===== config.mk =====
export PLATFORM = sky130hd
export DESIGN_NAME = addr_seq
export DESIGN_NICKNAME = d
export VERILOG_FILES = /design/src/rtl/addr_seq_pkg.sv /design/src/rtl/addr_axis_ctr.sv /design/src/rtl/addr_col_map.sv /design/src/rtl/addr_seq.sv
export SDC_FILE = /design/constraint.sdc
export NUM_CORES = 1
export LEC_CHECK = 0
export ABC_AREA = 1
export BUFFER_PORTS_ARGS = -buffer_cell sky130_fd_sc_hd__buf_4
export CAP_MARGIN = 10
export CORE_MARGIN = 5
export CORE_UTILIZATION = 45
export DETAILED_ROUTE_END_ITERATION = 12
export HOLD_SLACK_MARGIN = 0.03
export PLACE_DENSITY = 0.73
export SYNTH_ARGS = -nofsm -noshare
export SYNTH_HDL_FRONTEND = slang
export SYNTH_HIERARCHICAL = 1
export SYNTH_SLANG_ARGS = --single-unit

===== constraint.sdc =====
create_clock -name clk_i -period 5.5 [get_ports clk_i]
set_input_delay 0.275 -clock clk_i [delete_from_list [all_inputs] [get_ports clk_i]]
set_output_delay 0.275 -clock clk_i [all_outputs]
set_load 0.01 [all_outputs]

===== src/rtl/addr_seq_pkg.sv =====
package addr_seq_pkg;
  parameter int unsigned NUM_COLS  = 128;
  parameter int unsigned NUM_BANKS = 13;
  localparam int unsigned COL_W  = $clog2(NUM_COLS);
  localparam int unsigned BANK_W = $clog2(NUM_BANKS);
endpackage


===== src/rtl/addr_axis_ctr.sv =====
// One address axis: loadable counter with a programmable wrap limit.
module addr_axis_ctr #(
  parameter int unsigned W   = 4,
  parameter int unsigned MAX = 12
) (
  input  logic         clk_i,
  input  logic         rst_ni,
  input  logic         ld_i,
  input  logic [W-1:0] ld_val_i,
  input  logic [W-1:0] lim_i,
  input  logic         step_i,
  output logic [W-1:0] val_o,
  output logic         end_o
);
  logic [W-1:0] val_q, eff_lim, ld_val;

  // clamp only when the field can encode values past the array end
  if (MAX < (1 << W) - 1) begin : g_clamp
    assign eff_lim = (lim_i > W'(MAX)) ? W'(MAX) : lim_i;
  end else begin : g_pass
    assign eff_lim = lim_i;
  end

  assign ld_val = (ld_val_i > eff_lim) ? eff_lim : ld_val_i;
  assign end_o  = (val_q >= eff_lim);

  always_ff @(posedge clk_i or negedge rst_ni) begin
    if (!rst_ni)     val_q <= '0;
    else if (ld_i)   val_q <= ld_val;
    else if (step_i) val_q <= end_o ? '0 : val_q + 1'b1;
  end

  assign val_o = val_q;
endmodule


===== src/rtl/addr_col_map.sv =====
// Logical-to-physical column mapping.
module addr_col_map #(
  parameter int unsigned W    = 7,
  parameter int unsigned COLS = 128
) (
  input  logic         mirror_i,
  input  logic [W-1:0] log_i,
  output logic [W-1:0] phys_o
);
  localparam logic [W-1:0] LAST = W'(COLS - 1);
  assign phys_o = mirror_i ? (LAST - log_i) : log_i;
endmodule


===== src/rtl/addr_seq.sv =====
module addr_seq
  import addr_seq_pkg::*;
#(
  parameter int unsigned COLS  = NUM_COLS,
  parameter int unsigned BANKS = NUM_BANKS,
  localparam int unsigned CW   = $clog2(COLS),
  localparam int unsigned BW   = $clog2(BANKS)
) (
  input  logic          clk_i,
  input  logic          rst_ni,
  input  logic          wr_i,
  input  logic          vert_i,
  input  logic          mirror_i,
  input  logic [CW-1:0] col_lim_i,
  input  logic [BW-1:0] bank_lim_i,
  input  logic          set_col_i,
  input  logic [CW-1:0] col_val_i,
  input  logic          set_bank_i,
  input  logic [BW-1:0] bank_val_i,
  output logic [CW-1:0] col_o,
  output logic [BW-1:0] bank_o
);
  logic [CW-1:0] col_q;
  logic [BW-1:0] bank_q;
  logic col_end, bank_end, adv, col_step, bank_step;

  // loads take the cycle; a coincident write does not advance
  assign adv       = wr_i & ~(set_col_i | set_bank_i);
  assign col_step  = vert_i ? (adv & bank_end) : adv;
  assign bank_step = vert_i ? adv : (adv & col_end);

  addr_axis_ctr #(.W(CW), .MAX(COLS - 1)) u_col (
    .clk_i, .rst_ni,
    .ld_i(set_col_i), .ld_val_i(col_val_i), .lim_i(col_lim_i),
    .step_i(col_step), .val_o(col_q), .end_o(col_end)
  );

  addr_axis_ctr #(.W(BW), .MAX(BANKS - 1)) u_bank (
    .clk_i, .rst_ni,
    .ld_i(set_bank_i), .ld_val_i(bank_val_i), .lim_i(bank_lim_i),
    .step_i(bank_step), .val_o(bank_q), .end_o(bank_end)
  );

  addr_col_map #(.W(CW), .COLS(COLS)) u_map (
    .mirror_i, .log_i(col_q), .phys_o(col_o)
  );

  assign bank_o = bank_q;
endmodule


* Yosys cells after proc, flatten, opt, wreduce, memory -nomap -nowiden
Cells that the tools add are included.
Operators by class: add/sub/neg operators 3, $lt $le $gt $ge 5, multiplexer cells 12, bitwise operators 5, reduce and logical (&&, ||, !) cells 2
Operator list (number):
- 2-to-1 mux 7 bit | 5
- 2-to-1 mux 4 bit | 5
- adder 7 x 1 -> 7 bit (second input constant) | 1
- greater-or-equal comparator 7 bit | 1
- greater-than comparator 7 bit | 1
- subtractor 7 bit (first input constant) | 1
- adder 4 x 1 -> 4 bit (second input constant) | 1
- greater-or-equal comparator 4 bit | 1
- greater-than comparator 4 bit | 1
- greater-than comparator 4 bit (second input constant) | 1
- nonzero test 2 bit | 2
- AND 1 bit | 3
- 2-to-1 mux 1 bit | 2
- inverter 1 bit | 1
- OR 1 bit | 1
Word-level totals: register bits 11, input port bits 29, output and inout port bits 11, word-level logic and storage cells 29

* Longest topological paths before layout
depth after elaboration 7, gate-level depth with buffers 16, mapped depth without buffers 16

* Cells and area by module
The synthesis kept the hierarchy.
By module, submodules not included:
- addr_axis_ctr at u_col | times used 1, cells an instance 148, area an instance 980.9 µm², sequential area each 175.2 µm²
- addr_axis_ctr at u_bank | times used 1, cells an instance 85, area an instance 526.8 µm², sequential area each 100.1 µm²
- addr_col_map | times used 1, cells an instance 30, area an instance 120.1 µm², sequential area each 0.0 µm²
- addr_seq | times used 1, cells an instance 7, area an instance 26.3 µm², sequential area each 0.0 µm²

* Worst setup path after synthesis
Ideal clock, no wire load.
path kind register to register, start register u_col.val_q[2], in the netlist u_col/val_o[2], end register u_bank.val_q[3], in the netlist u_bank/val_o[3], setup time 0.120 ns, arrival time 1.644 ns, required time 5.380 ns, path slack 3.736 ns, cell stages (with the launch flop) 12, path buffers 0, period minus slack after synthesis 1.764 ns, cells stage by stage dfrtp_1 > ha_1 > a21oi_1 > nand2_1 > nand2_1 > nand2_1 > nor2_1 > nor2_1 > nor2_1 > inv_1 > nor2_1 > a21oi_2
Between the ends: word-level cells in the longest chain between the ends 4
RTL lines:
- start: declaration | RTL line addr_axis_ctr.sv:15 | logic [W-1:0] val_q, eff_lim, ld_val;
- start signal: assignment | RTL line addr_axis_ctr.sv:29 | else if (ld_i) val_q <= ld_val;
- start signal: assignment | RTL line addr_axis_ctr.sv:30 | else if (step_i) val_q <= end_o ? '0 : val_q + 1'b1;
- greater-or-equal comparator 7 bit | RTL line addr_axis_ctr.sv:25 | assign end_o = (val_q >= eff_lim);
- via col_end | RTL line addr_seq.sv:25 | logic col_end, bank_end, adv, col_step, bank_step;
- AND 1 bit | RTL line addr_seq.sv:30 | assign bank_step = vert_i ? adv : (adv & col_end);
- 2-to-1 mux 1 bit | RTL line addr_seq.sv:30
- via bank_step | RTL line addr_seq.sv:25
- nonzero test 2 bit (no line)
- end signal: assignment | RTL line addr_axis_ctr.sv:29
- end signal: assignment | RTL line addr_axis_ctr.sv:30
- end: declaration | RTL line addr_axis_ctr.sv:15
The timed path passes the listed nets, and every way through them passes these cells. A chain may end at the register's enable or synchronous reset.

* Worst setup path after layout
start register u_bank.val_q[0], in the netlist u_bank/val_o[0], end register u_col.val_q[2], in the netlist u_col/val_o[2]
Between the ends: word-level cells in the longest chain between the ends 4
RTL lines:
- greater-or-equal comparator 4 bit | RTL line addr_axis_ctr.sv:25
- via bank_end | RTL line addr_seq.sv:25
- AND 1 bit | RTL line addr_seq.sv:29 | assign col_step = vert_i ? (adv & bank_end) : adv;
- 2-to-1 mux 1 bit | RTL line addr_seq.sv:29
- via col_step | RTL line addr_seq.sv:25
- nonzero test 2 bit (no line)
The timed path passes the listed nets, and every way through them passes these cells.

==> reports/metrics.csv <==
stage,metric,value,unit
place,pre-CTS setup slack,3.43,ns
grt,GRT Residual Overflow,0,
timing,final hold slack,0.389,ns
timing,Period minus WS final,2.00,ns
timing,setup TNS,0,ns
yosys,synthesized flop and latch total,11,
timing,worst setup slack after layout,3.50,ns
layout,Post-Layout Cell Count,360,
route,DRC Markers,0,
clocking,clk sinks,11,
yosys,register area share after synthesis,0.166,
clocking,Max Root-Sink Buffers,2,
worst_setup_path,critical path's slowest cell,dfrtp_1,
grt,largest net degree at the start of global routing,12,
status,status,"complete, no violations",
grt,vias in the first global route,1678,
layout,most frequent cells in the layout,"75 x nand2_1, 54 x inv_1, 39 x buf_4",
layout,"commonest non-fill, non-tap cell in the layout",nand2_1,
pwr,P per Cell Area,234,mW/mm^2
die,I/O pins,40,
grt,GRT Total Usage,0.164,
yosys,Syn Nets,323,
worst_setup_path,CP arrival,2.16,ns
timing,unrepaired setup endpoints after global routing,false,
timing,period utilization,0.363,
clocking,Root Driver,clkbuf_8,
worst_setup_path,R2R Path End,u_col/val_o[2],
route,vias,1703,
die,Core ar.,0.00361,mm^2
timing,slew at the pin with the worst max-slew slack,0.289,ns
yosys,Unique masters post-synth,23,
worst_hold_path,Hold Crit Class,in -> reg,
worst_setup_path,nature of the critical path startpoint,flop,
layout,Layout Area Growth over Synthesis,23.3,%
timing,Final Hold Viols,0,
clocking,clock latency on the worst-skew pair,0.24,ns
clocking,Worst-path clk slew,0.05,ns
timing,max_slew headroom,0.807,
flow_run,max_cap viols,0,
timing,setup violators final,0,
yosys,YS warnings,6,
place,I/O Buffers,39,
worst_hold_path,hold path cells,3,
route,Initial DRC Count,46,
worst_setup_path,Worst setup EP type,flop,
worst_setup_path,Reg2Reg Setup Slack,3.50,ns
route,Avg Vias per Cell,4.73,
pwr,Final Total Pwr,477,uW
die,Die Ht,70.6,um
worst_setup_path,r2r worst-path depth,13,
grt,initial antenna violation count,0,
yosys,Mean Syn Cell Area,6.13,um^2
worst_hold_path,Hold Path Sink,u_bank/val_o[1],
pwr,Peak VDD IR,0.127,mV
grt,first-pass GRT wire length,6880,um
worst_setup_path,worst path cell trace,"inv_2, ha_1, nand2_1, inv_1, nand2_1, nand3_1, nor2_1, nor2_1, nor2_4, inv_1, o21ai_0, inv_1, a21oi_1",
place,DP Wirelength,3200,um
die,std cell rows,22,
route,WL per Instance,10.4,um
worst_setup_path,max incr delay on CP,0.45,ns
timing,Max Clk Rate,0.501,GHz
die,die area,0.00499,mm^2
clocking,CTS H-Tree Depth,1,
worst_setup_path,cell mode on critical path,inv_1,
clocking,clock buffer count from CTS,3,
worst_setup_path,reg2reg start,u_bank/val_o[0],
yosys,Post-Syn Instances,270,
clocking,TritonCTS clock tree,done,
timing,Max Clock Skew,0.00254,ns
place,placed insts,355,
worst_hold_path,min-delay src,set_bank_i,
pwr,static leakage power,0.00124,uW
layout,fin nets,366,
worst_setup_path,Crit Path Max Fanout,8,
worst_setup_path,CP required,5.66,ns
timing,Final Max Tran Viols,0,
route,TritonRoute pass-1 iters,4,
route,Total Wirelength,3760,um
route,post-route ant nets,0,
layout,ant diodes,0,
place,gp weighted congestion,0.846,
worst_setup_path,WS Path Type,reg -> reg,
die,die width,70.6,um
layout,share of cells above drive strength 1,0.196,
yosys,Synth Cell Area,0.00165,mm^2
die,starting density of the core,0.459,
synth_stat cells, drive strengths merged:
library cell | number | area (um^2)
nand4 | 4 | 40.0
xor2 | 3 | 26.3
ha | 24 | 300
xnor2 | 1 | 8.76
nand2 | 81 | 329
nor2 | 40 | 168
buf | 2 | 22.5
o21bai | 1 | 7.51
a31o | 1 | 8.76
nand3b | 1 | 7.51
nand3 | 28 | 150
a21oi | 16 | 95.1
inv | 56 | 210
dfrtp | 11 | 275
o21ai | 1 | 5.00
state kept, by name, summed over array words and instances (netlist names):
name          cells
u_col/val_o       7
u_bank/val_o      4
critical path, delay by kind of cell (launching register included):
family / cells / cell delay, ns
flip-flops: 1 / 0.45
adder cells (fa/ha/maj): 1 / 0.29
AO/OA/AOI/OAI: 2 / 0.26
AND/OR/NAND/NOR: 6 / 0.60
buffers and inverters: 4 / 0.34
where the power goes:
part / internal, uW / switching, uW
clock: 50.9 / 30.0
combinational: 118 / 142
sequential: 99.6 / 35.8
total: 268 / 208
metrics by stage:
stage          instance area [um^2]   util
2_1_floorplan                  1650      -
3_3_place_gp                   1980  0.550
3_5_place_dp                   1980  0.550
4_1_cts                        2040  0.566
5_1_grt                        2040  0.566
6_report                       2040  0.566
cell families (layout without fill, tap and decap cells):
kind of cell               count (synthesis)  count (layout)  share of synthesized area
AOI/OAI and AO/OA                         19              19                     0.0703
xor gates and xnor gates                   4               4                     0.0212
adders and majority gates                 24              24                      0.182
buffers and inverters                     58             100                      0.141
DFF                                       11              11                      0.166
and+or+nand+nor                          154             154                      0.420
worst max-delay path by stage:
stage	endpoint	cells after the start	startpoint
after floorplan	u_bank/val_o[3]	11	u_col/val_o[2]
after detailed placement	u_col/val_o[2]	15	bank_lim_i[2]
final	u_col/val_o[2]	13	u_bank/val_o[0]
after global routing	u_col/val_o[2]	12	u_bank/val_o[1]
after CTS	u_col/val_o[2]	13	u_bank/val_o[0]
after global placement	u_col/val_o[2]	15	bank_lim_i[2]
final cells by class:
cell class	count	area (um^2)
inverter	56	210
fill	375	1570
timing repair buffer	40	303
sequential	11	275
clock buffer	4	45.0
tap	48	60.1
multi-input combinational	201	1150
routing by layer:
layer	GRT usage	part of all wire	vias up	wire length, um
met5	0	0	-	0
met4	0.0438	0.0077	0	29
met3	0.0341	0.041	4	153
met2	0.314	0.53	30	2010
met1	0.182	0.42	746	1570
li1	-	-	923	-
timing repair:
action | 4_1_cts | 5_1_grt
hold buffers | 1 | 0
setup buffers | 0 | 0
resized for setup | 0 | 0
endpoints found under the hold margin | 11 | 0
Power figures use the tool's default switching activity.
